`config.mk`:
```
export PLATFORM = sky130hd
export DESIGN_NAME = ted_boundary
export DESIGN_NICKNAME = d
export VERILOG_FILES = /design/src/rtl/ted_pkg.sv /design/src/rtl/ted_in_conv.sv /design/src/rtl/ted_pulse_filter.sv /design/src/rtl/ted_out_conv.sv /design/src/rtl/ted_boundary.sv
export SDC_FILE = /design/constraint.sdc
export NUM_CORES = 1
export LEC_CHECK = 0
export CAP_MARGIN = 10
export CORE_MARGIN = 3
export CORE_UTILIZATION = 25
export CTS_CLUSTER_SIZE = 16
export DETAILED_ROUTE_END_ITERATION = 10
export PLACE_DENSITY = 0.77
export SETUP_SLACK_MARGIN = 0.05
export SLEW_MARGIN = 20
export SYNTH_ARGS = -nofsm -noshare
export SYNTH_HDL_FRONTEND = slang
export SYNTH_HIERARCHICAL = 1
export SYNTH_SLANG_ARGS = --single-unit
```
`constraint.sdc`:
```
create_clock -name clk -period 1.7 [get_ports clk]
set_input_delay 0.34 -clock clk [delete_from_list [all_inputs] [get_ports clk]]
set_output_delay 0.34 -clock clk [all_outputs]
set_load 0.1 [all_outputs]
```
`src/rtl/ted_pkg.sv`:
```
package ted_pkg;
  typedef logic [1:0] edge_cnt_t;

  localparam edge_cnt_t CNT_NONE = 2'd0;
  localparam edge_cnt_t CNT_ONE  = 2'd1;
  localparam edge_cnt_t CNT_TWO  = 2'd2;

  localparam int SAMPLE_NOW  = 0;
  localparam int SAMPLE_FALL = 1;
  localparam int SAMPLE_RISE = 2;

  function automatic logic final_level(input logic start, input edge_cnt_t cnt);
    return start ^ cnt[0];
  endfunction
endpackage

```
`src/rtl/ted_in_conv.sv`:
```
module ted_in_conv
  import ted_pkg::*;
#(
  parameter int W = 4
) (
  input  logic          clk,
  input  logic          rst_n,
  input  logic          in_bit,
  input  logic          in_valid,
  output logic          in_ready,
  output logic          eo_valid,
  input  logic          eo_ready,
  output logic          eo_start,
  output edge_cnt_t     eo_cnt,
  output logic [W-1:0]  eo_off0,
  output logic [W-1:0]  eo_off1
);
  logic prev_q;
  logic take;

  assign in_ready = eo_ready;
  assign eo_valid = in_valid;
  assign take     = in_valid && eo_ready;

  always_comb begin
    eo_start = prev_q;
    eo_off0  = '0;
    eo_off1  = '0;
    eo_cnt   = (in_bit != prev_q) ? CNT_ONE : CNT_NONE;
  end

  always_ff @(posedge clk or negedge rst_n) begin
    if (!rst_n) prev_q <= 1'b0;
    else if (take) prev_q <= in_bit;
  end

  // the remembered value moves only on a handshake
  a_r4_hold_on_stall: assert property (@(posedge clk) disable iff (!rst_n)
    !take |=> $stable(eo_start));
  // after a handshake the next start level is the bit that was taken
  a_r2_start_follows: assert property (@(posedge clk) disable iff (!rst_n)
    take |=> eo_start == $past(in_bit));
  // a word without edges keeps the start level equal to the input
  a_r3_steady_code: assert property (@(posedge clk) disable iff (!rst_n)
    (eo_cnt == CNT_NONE) |-> (eo_start == in_bit));
endmodule

```
`src/rtl/ted_pulse_filter.sv`:
```
module ted_pulse_filter
  import ted_pkg::*;
#(
  parameter int W    = 4,
  parameter int MINW = 4
) (
  input  logic          clk,
  input  logic          rst_n,
  input  logic          i_start,
  input  edge_cnt_t     i_cnt,
  input  logic [W-1:0]  i_off0,
  input  logic [W-1:0]  i_off1,
  output logic          o_start,
  output edge_cnt_t     o_cnt,
  output logic [W-1:0]  o_off0,
  output logic [W-1:0]  o_off1
);
  localparam int DW = W + 1;
  localparam logic [DW-1:0] MINV = DW'(MINW);

  logic [W-1:0] gap;
  logic         narrow;

  assign gap    = i_off1 - i_off0;
  assign narrow = (i_cnt == CNT_TWO) && ({1'b0, gap} < MINV);

  always_comb begin
    o_start = i_start;
    o_off0  = i_off0;
    o_off1  = i_off1;
    o_cnt   = narrow ? CNT_NONE : i_cnt;
  end

  // no surviving pair is narrower than the minimum
  a_r5_no_narrow_pair: assert property (@(posedge clk) disable iff (!rst_n)
    (o_cnt == CNT_TWO) |-> ({1'b0, o_off1 - o_off0} >= MINV));
  // filtering never changes the parity of the edge count
  a_r7_parity_kept: assert property (@(posedge clk) disable iff (!rst_n)
    o_cnt[0] == i_cnt[0]);
endmodule

```
`src/rtl/ted_out_conv.sv`:
```
module ted_out_conv
  import ted_pkg::*;
#(
  parameter int W       = 4,
  parameter int MINW    = 4,
  parameter bit FILT_EN = 1'b1,
  parameter int SAMPLE  = SAMPLE_NOW
) (
  input  logic          clk,
  input  logic          rst_n,
  input  logic          ei_valid,
  input  logic          ei_start,
  input  edge_cnt_t     ei_cnt,
  input  logic [W-1:0]  ei_off0,
  input  logic [W-1:0]  ei_off1,
  output logic          ef_start,
  output edge_cnt_t     ef_cnt,
  output logic [W-1:0]  ef_off0,
  output logic [W-1:0]  ef_off1,
  output logic          out_bit
);
  logic lvl_q;
  logic fin;
  logic now_lvl;

  generate
    if (FILT_EN) begin : g_filt
      ted_pulse_filter #(.W(W), .MINW(MINW)) u_filt (
        .clk(clk), .rst_n(rst_n),
        .i_start(ei_start), .i_cnt(ei_cnt), .i_off0(ei_off0), .i_off1(ei_off1),
        .o_start(ef_start), .o_cnt(ef_cnt), .o_off0(ef_off0), .o_off1(ef_off1)
      );
    end else begin : g_pass
      assign ef_start = ei_start;
      assign ef_cnt   = ei_cnt;
      assign ef_off0  = ei_off0;
      assign ef_off1  = ei_off1;
    end
  endgenerate

  assign fin     = final_level(ef_start, ef_cnt);
  assign now_lvl = ei_valid ? fin : lvl_q;

  always_ff @(posedge clk or negedge rst_n) begin
    if (!rst_n) lvl_q <= 1'b0;
    else lvl_q <= now_lvl;
  end

  generate
    if (SAMPLE == SAMPLE_FALL) begin : g_fall
      logic fall_q;
      always_ff @(negedge clk or negedge rst_n) begin
        if (!rst_n) fall_q <= 1'b0;
        else fall_q <= now_lvl;
      end
      assign out_bit = fall_q;
    end else if (SAMPLE == SAMPLE_RISE) begin : g_rise
      assign out_bit = lvl_q;
    end else begin : g_now
      assign out_bit = now_lvl;
    end
  endgenerate

  // the held level does not move without a valid word
  a_r11_idle_hold: assert property (@(posedge clk) disable iff (!rst_n)
    !ei_valid |=> $stable(lvl_q));
  // a valid word with an even filtered count keeps the level
  a_r7_even_keeps: assert property (@(posedge clk) disable iff (!rst_n)
    (ei_valid && !ef_cnt[0]) |=> lvl_q == $past(ef_start));
endmodule

```
`src/rtl/ted_boundary.sv`:
```
module ted_boundary
  import ted_pkg::*;
#(
  parameter int W       = 4,
  parameter int MINW    = 4,
  parameter bit FILT_EN = 1'b1,
  parameter int SAMPLE  = SAMPLE_NOW
) (
  input  logic          clk,
  input  logic          rst_n,
  input  logic          in_bit,
  input  logic          in_valid,
  output logic          in_ready,
  output logic          eo_valid,
  input  logic          eo_ready,
  output logic          eo_start,
  output logic [1:0]    eo_cnt,
  output logic [W-1:0]  eo_off0,
  output logic [W-1:0]  eo_off1,
  input  logic          ei_valid,
  input  logic          ei_start,
  input  logic [1:0]    ei_cnt,
  input  logic [W-1:0]  ei_off0,
  input  logic [W-1:0]  ei_off1,
  output logic          ef_start,
  output logic [1:0]    ef_cnt,
  output logic [W-1:0]  ef_off0,
  output logic [W-1:0]  ef_off1,
  output logic          out_bit
);
  ted_in_conv #(.W(W)) u_in (
    .clk(clk), .rst_n(rst_n),
    .in_bit(in_bit), .in_valid(in_valid), .in_ready(in_ready),
    .eo_valid(eo_valid), .eo_ready(eo_ready),
    .eo_start(eo_start), .eo_cnt(eo_cnt), .eo_off0(eo_off0), .eo_off1(eo_off1)
  );

  ted_out_conv #(.W(W), .MINW(MINW), .FILT_EN(FILT_EN), .SAMPLE(SAMPLE)) u_out (
    .clk(clk), .rst_n(rst_n),
    .ei_valid(ei_valid), .ei_start(ei_start), .ei_cnt(ei_cnt),
    .ei_off0(ei_off0), .ei_off1(ei_off1),
    .ef_start(ef_start), .ef_cnt(ef_cnt), .ef_off0(ef_off0), .ef_off1(ef_off1),
    .out_bit(out_bit)
  );

  // ready and valid pass straight through the input side
  a_r4_passthrough: assert property (@(posedge clk) disable iff (!rst_n)
    (in_ready == eo_ready) && (eo_valid == in_valid));
endmodule

```
== Yosys cells after proc, flatten, opt, wreduce, memory -nomap -nowiden ==
Index checks and enable logic that the tools add are counted.

* Bits in writable memories: 0
* Latch bits: 0
* Logic and storage cells: 12
* ROM bits: 0
* Memories: 0
* Flip-flop bits (word level): 2
* Input bits: 17
* Output and inout port bits: 25

* Shift operators: 0
* Equal/unequal tests: 2
* Divide/modulo/power cells: 0
* Muxes and demuxes: 3
* Multipliers: 0
* Reduce and logical (&&, ||, !) cells: 2
* $add $sub $neg: 1
* Bitwise operators: 1
* Order comparisons: 1

{| class="wikitable"
|+ Operators with widths
! kind !! number
|-
| $lt A4 B3 Y1 const B || 1
|-
| $sub A4 B4 Y4 || 1
|-
| $eq A2 B2 Y1 const B || 1
|-
| $logic_and A1 B1 Y1 || 2
|-
| $mux W1 || 2
|-
| $mux W2 || 1
|-
| $ne A1 B1 Y1 || 1
|-
| $xor A1 B1 Y1 || 1
|}

== Logic depth before layout (Yosys ltp) ==
Gate-level depths: netlist of the first run.

* Depth in word-level cells: 6
* Depth in mapped cells: 4
* Depth with buffers taken out: 4

== Modules after synthesis ==
The synthesis of the first run kept the hierarchy.

{| class="wikitable"
|+ Modules (own cells, without submodules)
! module !! sequential area each (um^2) !! area an instance (um^2) !! cells an instance !! instances
|-
| ted_pulse_filter || 0.0 || 163.9 || 21 || 1
|-
| ted_in_conv || 25.0 || 138.9 || 16 || 1
|-
| ted_out_conv || 25.0 || 42.5 || 4 || 1
|}

== Least setup slack after synthesis of the first run ==
Ideal clock, no wire load.

* Path type: input-to-output
* Start: input ei_cnt[0]
* End: output out_bit
* Path buffers: 1
* Required time: 1.360 ns
* Stages on the path: 3
* Slack: -1.562 ns
* Data arrival time: 2.922 ns
* Cells stage by stage: clkbuf_1 > xnor2_1 > a21oi_1

* Word-level cells in the longest chain between the ends: 5

{| class="wikitable"
|+ Ends and longest elaborated chain
! element !! line !! RTL
|-
| from (decl) || ted_boundary.sv:22 || <nowiki>input logic [1:0] ei_cnt,</nowiki>
|-
| $eq A2 B2 Y1 || ted_pulse_filter.sv:25 || <nowiki>assign narrow = (i_cnt == CNT_TWO) && ({1'b0, gap} < MINV);</nowiki>
|-
| $logic_and A1 B1 Y1 || ted_pulse_filter.sv:25 ||
|-
| $mux W2 * || ted_pulse_filter.sv:31 || <nowiki>o_cnt = narrow ? CNT_NONE : i_cnt;</nowiki>
|-
| $xor A1 B1 Y1 * || ted_pkg.sv:13 || <nowiki>return start ^ cnt[0];</nowiki>
|-
| $mux W1 * || ted_out_conv.sv:42 || <nowiki>assign now_lvl = ei_valid ? fin : lvl_q;</nowiki>
|-
| to (decl) || ted_boundary.sv:29 || <nowiki>output logic out_bit</nowiki>
|}

Every way passes the cells marked *; elsewhere a longest branch is shown, timed or not.

== Worst setup path after layout of the first run ==
* Start: input ei_off0[1]
* End: output ef_cnt[1]

* Word-level cells in the longest chain between the ends: 4

{| class="wikitable"
|+ Ends and longest elaborated chain
! element !! line !! RTL
|-
| from (decl) || ted_boundary.sv:23 || <nowiki>input logic [W-1:0] ei_off0,</nowiki>
|-
| $sub A4 B4 Y4 || ted_pulse_filter.sv:24 || <nowiki>assign gap = i_off1 - i_off0;</nowiki>
|-
| $lt A4 B3 Y1 || ted_pulse_filter.sv:25 ||
|-
| $logic_and A1 B1 Y1 || ted_pulse_filter.sv:25 ||
|-
| $mux W2 || ted_pulse_filter.sv:31 ||
|-
| to (decl) || ted_boundary.sv:26 || <nowiki>output logic [1:0] ef_cnt,</nowiki>
|}

No other way between the ends.

==> results of run 1 <==
==> logic make-up after synthesis <==
logic type | count (synthesis) | synth area share
AO/OA/AOI/OAI | 4 | 0.0942
XOR/XNOR | 4 | 0.101
adder cells (fa/ha/maj) | 2 | 0.0725
buffers and inverters | 23 | 0.467
flip-flops | 2 | 0.145
multiplexers | 1 | 0.0435
other | 1 | 0.0109
AND/OR/NAND/NOR | 4 | 0.0652
==> per-stage QoR <==
step	instance area (sq um)	cells	setup TNS, ps	worst slack, ps
finish	931	89	-172	-172
global route	931	89	-190	-190
CTS	911	90	-204	-204
detailed placement	877	85	-798	-670
global placement	877	85	-759	-637
floorplan	464	49	0	36.3
==> timing repair <==
| item | in CTS | in global routing |
|---|---|---|
| buffers inserted | 1 | 0 |
| gates resized for setup | 29 | 14 |
| pin swaps | 5 | 4 |
| hold buffers | 0 | 0 |
| endpoints found under the setup margin | 3 | 2 |
==> final cells by class <==
class	count	area, sq um	share of cell area
tap	14	17.5	0.0188
timing repair buffer	43	563	0.605
sequential	2	53.8	0.0578
inverter	2	17.5	0.0188
clock buffer	4	26.3	0.0282
multi-input combinational	24	253	0.272
==> sequential cells by signal, indices dropped and copies added (netlist names) <==
signal and cells:
u_out/lvl_q 1, u_in/eo_start 1
==> power by group through the flow <==
stage	registers (mW)	logic, mW	clock network [mW]
finish	0.0662	0.565	0.122
global route	0.0676	0.581	0.131
CTS	0.0660	0.563	0.123
detailed placement	0.0667	0.562	0
global placement	0.0661	0.552	0
floorplan	0.0905	0.364	0
==> cell usage in the layout (no fill, tap or decap), drive strengths merged, types with 4 or more instances in the layout <==
master	synthesis	final
clkdlybuf4s50	0	4
buf	20	31
clkbuf	1	6
conb	1	9
dlygate4sd2	0	4
==> per-layer routing <==
metal | global-route usage | share of wire | up-vias | wire [microns]
met3 | 0.0169 | 0.11 | 0 | 126
met1 | 0.122 | 0.24 | 181 | 281
met2 | 0.295 | 0.64 | 26 | 741
li1 | - | - | 170 | -
met4 | 0.0723 | 0 | 0 | 0
met5 | 0 | 0 | - | 0
==> synthesized netlist by cell type <==
master    count
mux2_4        1
nand2b_1      1
o221a_1       1
conb_1        1
dfrtp_1       2
ha_1          2
nor2_1        1
buf_4        20
or3b_1        1
inv_1         2
xor2_1        2
a21oi_1       2
nand2_1       1
a2111o_1      1
xnor2_1       2
clkbuf_1      1
==> worst min-delay path by stage <==
stage / startpoint / end / slack [ps]
2_1_floorplan: rst_n / u_out/lvl_q / 40
3_3_place_gp: rst_n / u_out/lvl_q / 510
3_5_place_dp: rst_n / u_out/lvl_q / 510
4_1_cts: rst_n / u_in/eo_start / 270
5_1_grt: rst_n / u_in/eo_start / 280
6_report: rst_n / u_in/eo_start / 270
==> key figures, run 1 <==
Drt
  • DRT Pass-1 Iters: 1
  • DRC Markers: 0
  • Initial DRC Count: 0
  • Via count: 377
  • Via density: 4.24
  • Antenna violation net count after detailed routing: 0
  • Final WL: 1150 microns
  • Wire per inst: 12.9 microns

Clock network
  • CTS clk-pin slew, worst paths: 40 ps
  • H-Tree Depth: 1
  • Clk buf depth: 2
  • CTS tree: done
  • Root buffer cell: clkbuf_4
  • Sink Count: 2
  • Skew-Pair Late Insertion Delay: 230 ps
  • Num CTS Buffers: 3

Power and ir drop
  • Internal cell power: 0.339 mW
  • Worst vdd ir: 461 uV
  • Psw: 0.415 mW
  • Cell area power density: 810 nW/um^2
  • Leak: 0.444 nW
  • Total power: 0.754 mW
  • Sw Share: 0.550
  • Clk pwr share: 0.162
  • Reg power frac: 0.088
  • Combinational power share: 0.750

Timing
  • Final hold slack: 273 ps
  • Final setup fails: 1
  • Endpoints failing hold: 0
  • RSZ-0062 raised after global routing: true
  • Final critical-path share of the clock period: 1.10
  • Final Max Tran Viols: 0
  • Setup ws final: -172 ps
  • Skew final: 0 ps
  • Min cycle time layout: 1870 ps
  • Fmax: 0.534 GHz

Cells and area
  • Layout cells sized above 1: 0.653
  • Layout fillers: 74
  • Area growth, synth to finish: 170%
  • Final #Nets: 95
  • Final Util: 0.775
  • ANT cells: 0

Floorplanning
  • Die X: 43.2 microns
  • Starting Density: 0.287
  • Die Y: 43.2 microns
  • CORE AREA: 1200 sq um
  • IO Count: 42
  • Die ar.: 1860 sq um
  • Rows: 12

GRT
  • Largest net degree at the start of global routing: 4
  • First-pass GRT wire length: 1940 microns
  • Total gr overflow: 0
  • Total track usage: 0.141
  • Vias in the first global route: 455
  • Initial antenna violation count: 0

Critical path
  • Slowest cell on the critical path: a2111o_1
  • R2r endpoint: u_in/eo_start
  • Critical path's top delay family: compound AO/OA/AOI/OAI gates
  • Crit path launch: ei_off0[1]
  • Cells along the critical path: buf_8 > inv_4 > ha_4 > a2111o_1 > o221a_4 > buf_12
  • FF-to-FF path depth: 1
  • Arr. time, crit path: 1530 ps
  • Critical path endpoint category: output pin
  • Critical Path Sink: ef_cnt[1]
  • Maximum fanout along the worst path: 2
  • CP Buf/Inv Count: 3
  • Startpoint type of the worst setup path: primary input
  • Worst r2r src: u_in/eo_start
  • WP depth: 6
  • Slowest cell delay on critical path: 410 ps
  • Critical Path RT: 1360 ps
  • R2R setup slack: 790 ps
  • Crit Path Category: in -> out

Synthesis
  • Yosys reg bits: 2
  • Seq/Total Area, Yosys: 0.145
  • Mapped Cells: 41
  • Synth top area share: 0.435
  • Area leader, netlist: buf_4
  • Post-Syn Area: 345 sq um
  • Warnings, synthesis: 6
  • Synth area leaders: buf_4 43%, dfrtp_1 14%, ha_1 7.2%
  • Yosys cell types: 16
  • Post-synthesis area per instance: 8.42 sq um

Job
  • Max cap viols: 0

Run status
  • Failing checks: negative setup slack
  • Run status: finished with violations

Placed design
  • PortBufs: 32
  • Final estimated routing congestion in global placement: 0.647
  • Post-DP HPWL: 979 microns

Hold path
  • HP Class: in -> async
Power figures use the tool's default switching activity.
==> inputs of run 2 (changes only) <==
--- a/config.mk
+++ b/config.mk
@@ -6,7 +6,7 @@
 export NUM_CORES = 1
 export LEC_CHECK = 0
 export CAP_MARGIN = 10
-export CORE_MARGIN = 3
+export CORE_MARGIN = 2
 export CORE_UTILIZATION = 25
 export CTS_CLUSTER_SIZE = 16
 export DETAILED_ROUTE_END_ITERATION = 10
==> key figures, run 2 (same netlist as run 1, synthesis figures left out) <==
Run status
  • Run status: finished with violations
  • Failing checks: negative setup slack

Critical path
  • Slowest cell on the critical path: or3b_4
  • Crit path launch: ei_off0[2]
  • Slowest cell delay on critical path: 370 ps (-40 ps)
  • R2r endpoint: u_in/eo_start
  • WP depth: 6 (unchanged)
  • Critical path's top delay family: simple AND/OR/NAND/NOR gates
  • CP Buf/Inv Count: 3 (unchanged)
  • Cells along the critical path: buf_8 > inv_8 > ha_4 > or3b_4 > o221a_4 > buf_12
  • FF-to-FF path depth: 1 (unchanged)
  • Startpoint type of the worst setup path: primary input
  • Critical Path RT: 1360 ps (about the same)
  • Arr. time, crit path: 1500 ps (-30 ps)
  • Worst r2r src: u_in/eo_start
  • R2R setup slack: 800 ps (about the same)
  • Maximum fanout along the worst path: 2 (unchanged)
  • Crit Path Category: in -> out
  • Critical Path Sink: ef_cnt[1]
  • Critical path endpoint category: output pin

Timing
  • Setup ws final: -138 ps (+33.6 ps)
  • Min cycle time layout: 1840 ps (-33.6 ps)
  • Final setup fails: 1 (unchanged)
  • Final critical-path share of the clock period: 1.08 (-0.0198)
  • RSZ-0062 raised after global routing: true
  • Final hold slack: 275 ps (+2.20 ps)
  • Skew final: 0 ps (unchanged)
  • Final Max Tran Viols: 0 (unchanged)
  • Endpoints failing hold: 0 (unchanged)
  • Fmax: 0.544 GHz (+1.8%)

Cells and area
  • Fin cells: 91 (+2.2%)
  • Commonest cells after routing, fill and taps aside: 16 x buf_12, 12 x buf_4, 9 x conb_1
  • Layout cells sized above 1: 0.684 (+0.0309)
  • ANT cells: 0 (unchanged)
  • Register area: 53.8 sq um (unchanged)
  • Area growth, synth to finish: 167%
  • Commonest non-fill, non-tap cell in the layout: buf_12
  • Final Util: 0.710 (-0.0654)
  • Final #Nets: 96 (+1.1%)
  • Layout fillers: 100 (+35%)
  • Multi-input logic area: 253 sq um (unchanged)
  • Cell area after layout: 923 sq um (-0.81%)

Clock network
  • Clk buf depth: 2 (unchanged)
  • Num CTS Buffers: 3 (unchanged)
  • Sink Count: 2 (unchanged)
  • H-Tree Depth: 1 (unchanged)
  • CTS clk-pin slew, worst paths: 40 ps (about the same)
  • Skew-Pair Late Insertion Delay: 230 ps (about the same)
  • Root buffer cell: clkbuf_4
  • CTS tree: done

Floorplanning
  • Die ar.: 1690 sq um (-9.1%)
  • Rows: 13 (+1)
  • CORE AREA: 1300 sq um (+8.3%)
  • Die Y: 41.2 microns (-4.6%)
  • IO Count: 42 (unchanged)
  • Starting Density: 0.265 (-0.0221)
  • Die X: 41.2 microns (-4.6%)

GRT
  • Total track usage: 0.163 (+0.0228)
  • Total gr overflow: 0 (unchanged)
  • Initial antenna violation count: 0 (unchanged)
  • Largest net degree at the start of global routing: 4 (unchanged)
  • First-pass GRT wire length: 1690 microns (-13%)
  • Vias in the first global route: 426 (-6.4%)

Drt
  • Antenna violation net count after detailed routing: 0 (unchanged)
  • DRC Markers: 0 (unchanged)
  • Via count: 372 (-1.3%)
  • Final WL: 1170 microns (+1.6%)
  • Wire per inst: 12.8 microns (-0.67%)
  • Via density: 4.09 (-3.5%)
  • DRT Pass-1 Iters: 1 (unchanged)
  • Initial DRC Count: 0 (unchanged)

Power and ir drop
  • Cell area power density: 812 nW/um^2 (+0.30%)
  • Leak: 0.438 nW (-1.3%)
  • Worst vdd ir: 375 uV (-19%)

Placed design
  • Placed Area: 878 sq um (+0.14%)
  • Final estimated routing congestion in global placement: 0.601 (-7.1%)
  • DP Worst Slack: -664 ps (+6.41 ps)
  • PortBufs: 32 (unchanged)
  • Placed Cells incl. Taps: 86 (+1.2%)
  • Post-DP HPWL: 949 microns (-3.1%)

Hold path
  • HP Class: in -> async

Job
  • Max cap viols: 0 (unchanged)
## run 2: how the worst min path moves through the flow
stage | startpoint | end | slack (ps) | cells after the start
final | rst_n | u_in/eo_start | 280 | 1
after CTS | rst_n | u_in/eo_start | 270 | 1
after floorplan | rst_n | u_out/lvl_q | 40 | 0
after global placement | rst_n | u_out/lvl_q | 510 | 1
after global routing | rst_n | u_in/eo_start | 270 | 1
after detailed placement | rst_n | u_out/lvl_q | 520 | 1
## run 2: area by class of cell
cell class              instances  area share
inverters                       2      0.0190
flip-flops and latches          2      0.0583
well taps                      15      0.0203
clock buffers                   4      0.0285
repair buffers                 44       0.600
multi-input cells              24       0.274
## run 2: repair_timing
action,CTS,global route
pin swaps,6,5
gates cloned,0,0
setup buffers,1,0
setup endpoints to repair,3,2
gates resized for setup,32,14
hold buffers,0,0
## run 2: metal layers
metal	wire length [microns]	track usage	vias to the layer above
li1	-	-	170
met1	266	0.106	171
met2	732	0.367	29
met3	147	0.0435	2
met4	20	0.0968	0
met5	0	0	-
## run 2: power breakdown
| group | switching, mW | internal, mW |
|---|---|---|
| Combinational | 0.372 | 0.195 |
| Sequential | 0.00920 | 0.0568 |
| Clock | 0.0302 | 0.0873 |
| Total | 0.411 | 0.339 |
## run 2: per-stage QoR
step | power [mW] | TNS, ps
finish | 0.750 | -138
global route | 0.780 | -153
floorplan | 0.454 | 0
CTS | 0.750 | -208
global placement | 0.618 | -731
detailed placement | 0.627 | -790
==> inputs of run 3 (changes only) <==
--- a/config.mk
+++ b/config.mk
@@ -8,7 +8,7 @@
 export CAP_MARGIN = 10
 export CORE_MARGIN = 2
 export CORE_UTILIZATION = 25
-export CTS_CLUSTER_SIZE = 16
+export CTS_CLUSTER_SIZE = 40
 export DETAILED_ROUTE_END_ITERATION = 10
 export PLACE_DENSITY = 0.77
 export SETUP_SLACK_MARGIN = 0.05
==> results of run 3 <==
No change in the layout: final DEF, timing and power equal those of run 2.
